$ cat src/rtl/irqc_pkg.sv
package irqc_pkg;
  // command ports that carry a line index
  typedef enum int {
    P_RAISE  = 0,
    P_EN     = 1,
    P_DIS    = 2,
    P_CLR    = 3,
    P_REEVAL = 4
  } port_e;
  localparam int NPORT = 5;
endpackage

$ cat src/rtl/irqc_sel.sv
module irqc_sel #(
  parameter int NLINES = 64,
  parameter int IW     = 7
) (
  input  logic              vld,
  input  logic [IW-1:0]     idx,
  output logic [NLINES-1:0] hot,
  output logic              bad
);
  always_comb begin
    hot = '0;
    bad = 1'b0;
    if (vld) begin
      if (int'(idx) < NLINES) hot[int'(idx)] = 1'b1;
      else                    bad = 1'b1;
    end
  end
endmodule

$ cat src/rtl/irqc_lvl.sv
module irqc_lvl #(
  parameter int NLINES = 64
) (
  input  logic              clk,
  input  logic              rst_n,
  input  logic [NLINES-1:0] lvl_in,
  output logic [NLINES-1:0] rise
);
  logic [NLINES-1:0] prev_q;

  always_ff @(posedge clk) begin
    if (!rst_n) prev_q <= '0;
    else        prev_q <= lvl_in;
  end

  assign rise = lvl_in & ~prev_q;


  rise_once_chk: assert property (@(posedge clk) disable iff (!rst_n)
    (rise != '0) |=> ((rise & $past(rise)) == '0));
endmodule

$ cat src/rtl/irqc_state.sv
module irqc_state #(
  parameter int NLINES = 64
) (
  input  logic              clk,
  input  logic              rst_n,
  input  logic [NLINES-1:0] raise_hot,
  input  logic [NLINES-1:0] en_hot,
  input  logic [NLINES-1:0] dis_hot,
  input  logic [NLINES-1:0] clr_hot,
  input  logic [NLINES-1:0] reeval_hot,
  input  logic [NLINES-1:0] lvl_in,
  input  logic [NLINES-1:0] lvl_rise,
  input  logic              bad_any,
  input  logic              clr_all,
  input  logic              clr_all_en,
  input  logic              lock_set,
  input  logic              lock_rel,
  input  logic              hard_wake,
  output logic [NLINES-1:0] pend_raw,
  output logic [NLINES-1:0] pend_stat,
  output logic              wake,
  output logic              dispatch,
  output logic              idx_err
);
  logic [NLINES-1:0] mask_q, raw_q, stat_q;
  logic [NLINES-1:0] mask_n, raw_n, stat_n, set_v, en_hit;
  logic              lock_q, lock_n, wake_q, disp_q, err_q;
  logic              wake_n, disp_n;

  always_comb begin
    mask_n = (mask_q & ~dis_hot) | en_hot;
    raw_n  = raw_q;
    stat_n = stat_q;
    if (clr_all) begin
      raw_n  = '0;
      stat_n = '0;
    end else if (clr_all_en) begin
      raw_n  = raw_q & ~mask_q;
      stat_n = '0;
    end
    raw_n  = raw_n & ~clr_hot;
    stat_n = stat_n & ~clr_hot;
    set_v  = raise_hot | lvl_rise | (reeval_hot & lvl_in);
    raw_n  = raw_n | set_v;
    stat_n = stat_n | (set_v & mask_n);
    en_hit = en_hot & raw_n;
    stat_n = stat_n | en_hit;
    lock_n = lock_set ? 1'b1 : (lock_rel ? 1'b0 : lock_q);
    wake_n = (((raise_hot | lvl_rise) != '0) && !lock_q) || hard_wake;
    disp_n = ((en_hit != '0) && !lock_q) ||
             (lock_q && !lock_n && (stat_n != '0));
  end

  always_ff @(posedge clk) begin
    if (!rst_n) begin
      mask_q <= '0;
      raw_q  <= '0;
      stat_q <= '0;
      lock_q <= 1'b0;
      wake_q <= 1'b0;
      disp_q <= 1'b0;
      err_q  <= 1'b0;
    end else begin
      mask_q <= mask_n;
      raw_q  <= raw_n;
      stat_q <= stat_n;
      lock_q <= lock_n;
      wake_q <= wake_n;
      disp_q <= disp_n;
      err_q  <= err_q | bad_any;
    end
  end

  assign pend_raw  = raw_q;
  assign pend_stat = stat_q;
  assign wake      = wake_q;
  assign dispatch  = disp_q;
  assign idx_err   = err_q;


  raise_sets_raw_chk: assert property (@(posedge clk) disable iff (!rst_n)
    (raise_hot != '0) |=> ((raw_q & $past(raise_hot)) == $past(raise_hot)));


  stat_within_raw_chk: assert property (@(posedge clk) disable iff (!rst_n)
    (stat_q & ~raw_q) == '0);


  disable_keeps_vec_chk: assert property (@(posedge clk) disable iff (!rst_n)
    ((dis_hot != '0) && !clr_all && !clr_all_en && (clr_hot == '0) &&
     (set_v == '0) && (en_hot == '0))
    |=> (raw_q == $past(raw_q)) && (stat_q == $past(stat_q)));


  lock_blocks_wake_chk: assert property (@(posedge clk) disable iff (!rst_n)
    (lock_q && !hard_wake) |=> !wake_q);


  hard_wakes_chk: assert property (@(posedge clk) disable iff (!rst_n)
    hard_wake |=> wake_q);


  err_sticky_chk: assert property (@(posedge clk) disable iff (!rst_n)
    err_q |=> err_q);
endmodule

$ cat src/rtl/irqc_top.sv
module irqc_top
  import irqc_pkg::*;
#(
  parameter int NLINES = 64,
  localparam int IW = $clog2(NLINES) + 1
) (
  input  logic              clk,
  input  logic              rst_n,
  input  logic              raise_vld,
  input  logic [IW-1:0]     raise_idx,
  input  logic [NLINES-1:0] lvl_in,
  input  logic              en_vld,
  input  logic [IW-1:0]     en_idx,
  input  logic              dis_vld,
  input  logic [IW-1:0]     dis_idx,
  input  logic              clr_vld,
  input  logic [IW-1:0]     clr_idx,
  input  logic              reeval_vld,
  input  logic [IW-1:0]     reeval_idx,
  input  logic              clr_all,
  input  logic              clr_all_en,
  input  logic              lock_set,
  input  logic              lock_rel,
  input  logic              hard_wake,
  output logic [NLINES-1:0] pend_raw,
  output logic [NLINES-1:0] pend_stat,
  output logic              wake,
  output logic              dispatch,
  output logic              idx_err
);
  logic              vld_a [NPORT];
  logic [IW-1:0]     idx_a [NPORT];
  logic [NLINES-1:0] hot_a [NPORT];
  logic [NPORT-1:0]  bad_a;
  logic [NLINES-1:0] lvl_rise;

  always_comb begin
    vld_a[P_RAISE]  = raise_vld;  idx_a[P_RAISE]  = raise_idx;
    vld_a[P_EN]     = en_vld;     idx_a[P_EN]     = en_idx;
    vld_a[P_DIS]    = dis_vld;    idx_a[P_DIS]    = dis_idx;
    vld_a[P_CLR]    = clr_vld;    idx_a[P_CLR]    = clr_idx;
    vld_a[P_REEVAL] = reeval_vld; idx_a[P_REEVAL] = reeval_idx;
  end

  for (genvar p = 0; p < NPORT; p++) begin : g_sel
    irqc_sel #(.NLINES(NLINES), .IW(IW)) u_sel (
      .vld (vld_a[p]),
      .idx (idx_a[p]),
      .hot (hot_a[p]),
      .bad (bad_a[p])
    );
  end

  irqc_lvl #(.NLINES(NLINES)) u_lvl (
    .clk    (clk),
    .rst_n  (rst_n),
    .lvl_in (lvl_in),
    .rise   (lvl_rise)
  );

  irqc_state #(.NLINES(NLINES)) u_state (
    .clk        (clk),
    .rst_n      (rst_n),
    .raise_hot  (hot_a[P_RAISE]),
    .en_hot     (hot_a[P_EN]),
    .dis_hot    (hot_a[P_DIS]),
    .clr_hot    (hot_a[P_CLR]),
    .reeval_hot (hot_a[P_REEVAL]),
    .lvl_in     (lvl_in),
    .lvl_rise   (lvl_rise),
    .bad_any    (|bad_a),
    .clr_all    (clr_all),
    .clr_all_en (clr_all_en),
    .lock_set   (lock_set),
    .lock_rel   (lock_rel),
    .hard_wake  (hard_wake),
    .pend_raw   (pend_raw),
    .pend_stat  (pend_stat),
    .wake       (wake),
    .dispatch   (dispatch),
    .idx_err    (idx_err)
  );


  wake_needs_cause_chk: assert property (@(posedge clk) disable iff (!rst_n)
    wake |-> $past(raise_vld || hard_wake || (lvl_rise != '0)));
endmodule

$ cat config.mk
export PLATFORM = sky130hd
export DESIGN_NAME = irqc_top
export DESIGN_NICKNAME = d
export VERILOG_FILES = /design/src/rtl/irqc_pkg.sv /design/src/rtl/irqc_sel.sv /design/src/rtl/irqc_lvl.sv /design/src/rtl/irqc_state.sv /design/src/rtl/irqc_top.sv
export SDC_FILE = /design/constraint.sdc
export NUM_CORES = 1
export LEC_CHECK = 0
export BUFFER_PORTS_ARGS = -buffer_cell sky130_fd_sc_hd__buf_2
export CORE_MARGIN = 5
export CORE_UTILIZATION = 40
export CTS_BUF_LIST = sky130_fd_sc_hd__clkbuf_16
export CTS_CLUSTER_SIZE = 16
export DETAILED_ROUTE_END_ITERATION = 8
export PLACE_DENSITY = 0.64
export SYNTH_ARGS = -nofsm -noshare
export SYNTH_HDL_FRONTEND = slang
export SYNTH_SLANG_ARGS = --single-unit
$ cat constraint.sdc
create_clock -name clk -period 7 [get_ports clk]
set_input_delay 1.4 -clock clk [delete_from_list [all_inputs] [get_ports clk]]
set_output_delay 1.4 -clock clk [all_outputs]
set_load 0.1 [all_outputs]
==> results_dict.tcl, run 1 <==
set metrics [dict create \
    synth_sequential_area_ratio_pct 36.65 \
    post-place-ws_ps 1985 \
    synth_cells 1790 \
    switching_share_pct 34.21 \
    violations "capacitance limit, slew limit" \
    postSynthNetCount 1901 \
    finalWeightedCongestion 1.075 \
    hpwl_um 65900 \
    power.ir.vdd_worst_mv 0.1910 \
    synth_largest_area_cell "dfxtp_1" \
    place_area_mm2 0.01580 \
    h-tree-depth 1 \
    cts_repair_resize_count 0 \
    clock_insertion_delay_worst_skew_ps 590 \
    layout.cell_area.non_filler_mm2 0.01667 \
    timing.critical_path.from_type "input port" \
    timing.final.hold_violations 0 \
    path_clk_slew_ps 60 \
    internal_power_mw 2.468 \
    rsz0062_at_grt "no" \
    crit_type "input port to register" \
    yosysWarningCount 0 \
    worst_slew_pin_slew_ps 1510 \
    portBuffers 241 \
    wire_length_of_the_first_global_routing_pass_um 118400 \
    fp-row-count 69 \
    p_switching_mw 1.284 \
    timing.max_cap.violations 1 \
    skew_ps 25.55 \
    timing.final.ws_setup_ps 2427 \
    boundaryPins 242 \
    crit_path_top_delay_cell "nand2b_1" \
    area_growth_syn_to_layout_pct 17.40 \
    critical-path-max-stage-delay_ps 790 \
    synth_area_mm2 0.01420 \
    power.share.sequential_pct 41.7 \
    worstPathRequired_ps 7480 \
    synth-async-reset-ratio_pct 0 \
    period_minus_slack_ps 4573 \
    power.density_cell_area_mw_per_mm2 225.0 \
    relSlewSlack_pct -2.106 \
    num-nets-final 2077 \
    grt_overflow 0 \
    synthesis.area_per_instance_um2 7.934 \
    fraction_of_layout_instances_using_a_drive_strength_above_1_pct 17.07 \
    floorplan.die.width_um 198.4 \
    coreArea_mm2 0.03531 \
    clock_share_of_power_pct 38.8 \
    ys_seq_elements 260 \
    proportion_of_netlist_area_held_by_the_largest_area_contributor_pct 36.65 \
    synth_commonest_cells "dfxtp_1 (260), nand2_1 (183), and2_1 (127), clkbuf_1 (123), nor2_1 (122)" \
    die-area_mm2 0.03937 \
    total_leakage_power_nw 6.440 \
    drc_errors 0 \
    overall_via_count_from_detail_route 16870 \
    synth_cell_type_count 72 \
    cts-hold-fix-buffers 0 \
    maxClockFrequency_ghz 0.2187 \
    cp_max_fo 14 \
    cts.root.buffer_cell "clkbuf_16" \
    start_util_pct 40.22 \
    synth.area.top_cells "dfxtp_1 (37%), and2_1 (5.6%), nor2b_1 (5.1%)" \
    gr-usage-all-layers_pct 42.01 \
    fin_setup_tns_ps 0 \
    die_height_um 198.4 \
    drt_iter0_markers 2367 \
    wl_um 86710 \
    cts_inserted_buffers 30 \
    hold_class "register to register" \
    grt_antenna_before_repair 4 \
    first_global_vias 15810 \
    timing_max_transition_violations_final 10 \
    final-setup-viol-count 0 \
    period_share_pct 65.32 \
    combinational_share_of_power_pct 19.5 \
    yosys.cell_count.top_type "dfxtp_1" \
    setup.worst_path.end_class "register" \
    ys.flop_type "dfxtp_1" \
    crit_arrival_ps 5050 \
    synth_enable_flop_cells 0 \
    drtAntennaViolNets 0 \
    outcome "finished, violations left" \
    post_drt_via_cell_ratio 6.881 \
    drtPass1Iterations 8 \
    number_of_post_cts_setup_repair_buffers 0 \
    wl_cell_um 35.38 \
    cts_tree "built" \
    worstPathCellList "buf_2 > nand2b_1 > o311a_1 > a211oi_1 > nor3_1 > or4_1 > or4_1 > o311ai_1 > a21oi_1" \
    cts_max_path_buffers 3 \
    crit_top_cell "or4_1" \
    largest_net_degree_at_the_start_of_global_routing 79 \
    cts.sink_count 260 \
]
-- layer usage --
layer	wire length, um	part of all wire, %	track usage (%)
met4	7970	9.2	31.18
met5	11	0.013	0
met3	9973	12	9.892
met1	32200	37	52.69
met2	36560	42	62.84
-- critical path, delay by kind of cell --
kind            cells  cell delay, ps
compound gates      4            1530
buf+inv             1             140
simple gates        4            1960
-- power groups by stage --
stage                     logic, mW  registers (mW)  clock network, mW
final                         0.732            1.56               1.46
after global routing          0.745            1.57               1.51
after CTS                     0.707            1.56               1.46
after detailed placement      0.704            1.59                  0
after global placement        0.705            1.59                  0
after floorplan               0.250            1.78                  0
-- area by class of cell --
class | count | area [um^2]
clock inverters | 21 | 86.33
multi-input cells | 1375 | 8464
clock buffers | 31 | 775.7
well taps | 461 | 576.8
flip-flops and latches | 260 | 5205
fillers | 3662 | 18640
repair buffers | 275 | 1461
inverters | 24 | 92.59
diodes | 4 | 10.01
-- cell usage in the layout, fill, tap and decap left out, types with 40 or more instances in the layout --
cell type  instances
nand2_1          183
a31oi_1           67
buf_2            241
a21oi_1          109
o311ai_0          43
and2_1           127
nor2b_1          116
a311oi_1          40
nor2_1           121
o21ai_0          101
nand3_1           91
dfxtp_1          260
-- registers in the layout, summed over array words and instances, names as in the netlist --
name	count
u_state.pend_stat	64
u_state.dispatch	1
u_state.idx_err	1
u_state.wake	1
u_lvl.prev_q	64
u_state.lock_q	1
u_state.mask_q	64
u_state.pend_raw	64
-- through the flow --
| stage | cells | utilization [%] | power [mW] | hold slack, ps |
|---|---|---|---|---|
| floorplan | 1790 | - | 2.030 | 463.4 |
| global placement | 2395 | 44.75 | 2.299 | 476.4 |
| detailed placement | 2395 | 44.75 | 2.298 | 481.7 |
| CTS | 2447 | 47.19 | 3.725 | 492.9 |
| global route | 2447 | 47.19 | 3.817 | 517.4 |
| finish | 2451 | 47.22 | 3.752 | 507.5 |
-- cell families (layout without fill, tap and decap cells) --
kind of cell	after synthesis	count (layout)	synth area share [%]
AND/OR/NAND/NOR	852	852	33.83
buffers and inverters	155	351	4.185
AO/OA/AOI/OAI	522	522	25.26
multiplexers	1	1	0.07049
other	0	4	0
flip-flops	260	260	36.65
-- final timing paths --
| path | from | to | slack, ps | cells past startpoint |
|---|---|---|---|---|
| setup / recovery | clr_idx[2] | u_state.dispatch | 2430 | 9 |
| hold / removal | u_state.mask_q[12] | u_state.mask_q[12] | 510 | 2 |
| setup reg to reg | u_lvl.prev_q[63] | u_state.dispatch | 4020 | 8 |
| hold reg to reg | u_state.mask_q[12] | u_state.mask_q[12] | 510 | 2 |
Power figures use the tool's default switching activity.
==> run 2: changes to the inputs <==
==> constraint.sdc (replaced) <==
create_clock -name clk -period 4.4 [get_ports clk]
set_input_delay 0.88 -clock clk [delete_from_list [all_inputs] [get_ports clk]]
set_output_delay 0.88 -clock clk [all_outputs]
set_load 0.1 [all_outputs]
==> run 2 against run 1 <==
The run now ends clean. Worst hold slack worse by 5.5 ps. Utilization increased by 2.5 points. Combinational power increased by 65%. Sequential share of layout area fell by 1.6 points. Sequential power is 60% higher. First-iteration DRC count rose by 8.3%. Routed wire length decreased by 0.35%. Critical endpoint unchanged.
==> results_dict.tcl, run 2 (same netlist as run 1, synthesis figures left out) <==
set metrics [dict create \
    maxClockFrequency_ghz 0.2623 \
    die-area_mm2 0.03937 \
    wl_cell_um 33.86 \
    regArea_mm2 0.005205 \
    grt_antenna_before_repair 5 \
    h-tree-depth 1 \
    largest_net_degree_at_the_start_of_global_routing 100 \
    worstPathRequired_ps 4880 \
    start_util_pct 40.22 \
    wl_um 86410 \
    fp-row-count 69 \
    timing.final.hold_violations 0 \
    drtAntennaViolNets 0 \
    top_library_cells_by_usage_in_the_layout_fill_and_taps_aside "dfxtp_1 (260), buf_2 (241), nand2_1 (183)" \
    timing.max_cap.violations 0 \
    gr-usage-all-layers_pct 41.94 \
    timing.critical_path.from_type "input port" \
    internal_power_mw 4.218 \
    crit_type "input port to register" \
    setup.worst_path.end_class "register" \
    first_global_vias 16140 \
    final-setup-viol-count 0 \
    commonest_non_fill_non_tap_cell_in_the_layout "dfxtp_1" \
    cts_repair_resize_count 0 \
    cts_tree "built" \
    boundaryPins 242 \
    p_switching_mw 2.099 \
    drc_errors 0 \
    power.share.sequential_pct 39.4 \
    overall_via_count_from_detail_route 17200 \
    grt_overflow 0 \
    switching_share_pct 33.23 \
    combinational_share_of_power_pct 19.1 \
    path_clk_slew_ps 60 \
    period_minus_slack_ps 3813 \
    number_of_post_cts_setup_repair_buffers 0 \
    clock_share_of_power_pct 41.5 \
    timing_max_transition_violations_final 0 \
    finalWeightedCongestion 1.109 \
    relSlewSlack_pct 15.36 \
    rsz0062_at_grt "no" \
    fin_setup_tns_ps 0 \
    hold_class "input port to register" \
    cts-hold-fix-buffers 0 \
    cp_max_fo 8 \
    fraction_of_layout_instances_using_a_drive_strength_above_1_pct 21.31 \
    hpwl_um 68100 \
    power.density_cell_area_mw_per_mm2 359.6 \
    num-nets-final 2175 \
    cts_inserted_buffers 31 \
    floorplan.die.width_um 198.4 \
    post_drt_via_cell_ratio 6.738 \
    coreArea_mm2 0.03531 \
    portBuffers 241 \
    cts.sink_count 260 \
    cts_max_path_buffers 3 \
    wire_length_of_the_first_global_routing_pass_um 118400 \
    outcome "completed" \
    fillerInstances 3521 \
    area_growth_syn_to_layout_pct 23.70 \
    drtPass1Iterations 7 \
    skew_ps 14.09 \
    drt_iter0_markers 2563 \
    die_height_um 198.4 \
    period_share_pct 86.66 \
    crit_arrival_ps 4290 \
    place_area_mm2 0.01655 \
    clock_insertion_delay_worst_skew_ps 600 \
    layout.cell_area.non_filler_mm2 0.01757 \
    post-layout-total-power_mw 6.317 \
    worst_slew_pin_slew_ps 1253 \
    power.ir.vdd_worst_mv 0.4374 \
    total_leakage_power_nw 6.941 \
    cts.root.buffer_cell "clkbuf_16" \
    multi_input_comb_area_mm2 0.008441 \
]
## run 2: power groups by stage
stage | Clock, mW | Sequential (mW) | Combinational, mW
finish | 2.62 | 2.49 | 1.21
global route | 2.72 | 2.49 | 1.23
CTS | 2.61 | 2.48 | 1.17
detailed placement | 0 | 2.54 | 1.16
global placement | 0 | 2.53 | 1.16
floorplan | 0 | 2.83 | 0.398
## run 2: layer usage
layer,up-vias,track usage (%),wire length (um)
met4,4,32.60,8735
met2,1339,61.09,35430
li1,7286,-,-
met5,-,0,25
met1,8244,53.49,32370
met3,323,9.705,9846
## run 2: path summary, 6_finish.rpt
path | startpoint | to | slack, ps | cells past startpoint
worst min-delay path | hard_wake | u_state.wake | 500 | 2
worst min register to register | u_state.mask_q[4] | u_state.mask_q[4] | 500 | 2
worst max register to register | u_state.pend_raw[31] | u_state.dispatch | 1490 | 8
worst max-delay path | clr_idx[1] | u_state.dispatch | 590 | 10
## run 2: per-stage QoR
stage,hold slack (ps),worst slack (ps),util (%),instances
floorplan,463.4,952.4,-,1790
global placement,483.2,81.95,46.88,2492
detailed placement,485.5,163.3,46.88,2492
CTS,499.2,740.0,49.73,2549
global route,513.9,569.5,49.74,2550
finish,502.0,587.1,49.75,2552
## run 2: critical path, cell delays in order
cell,delay [ps]
buf_2,140
nand2b_1,490
buf_4,340
o311ai_0,510
a31oi_1,330
nor3_1,400
nand4b_1,260
or4_1,610
o311ai_1,260
a21oi_1,60
## run 2: layout make-up
class | count | area share [%]
multi-input combinational | 1375 | 48.05
sequential | 260 | 29.63
timing repair buffer | 372 | 12.75
clock buffer | 31 | 4.416
tap | 461 | 3.283
clock inverter | 26 | 1.303
inverter | 24 | 0.5271
antenna | 3 | 0.04274
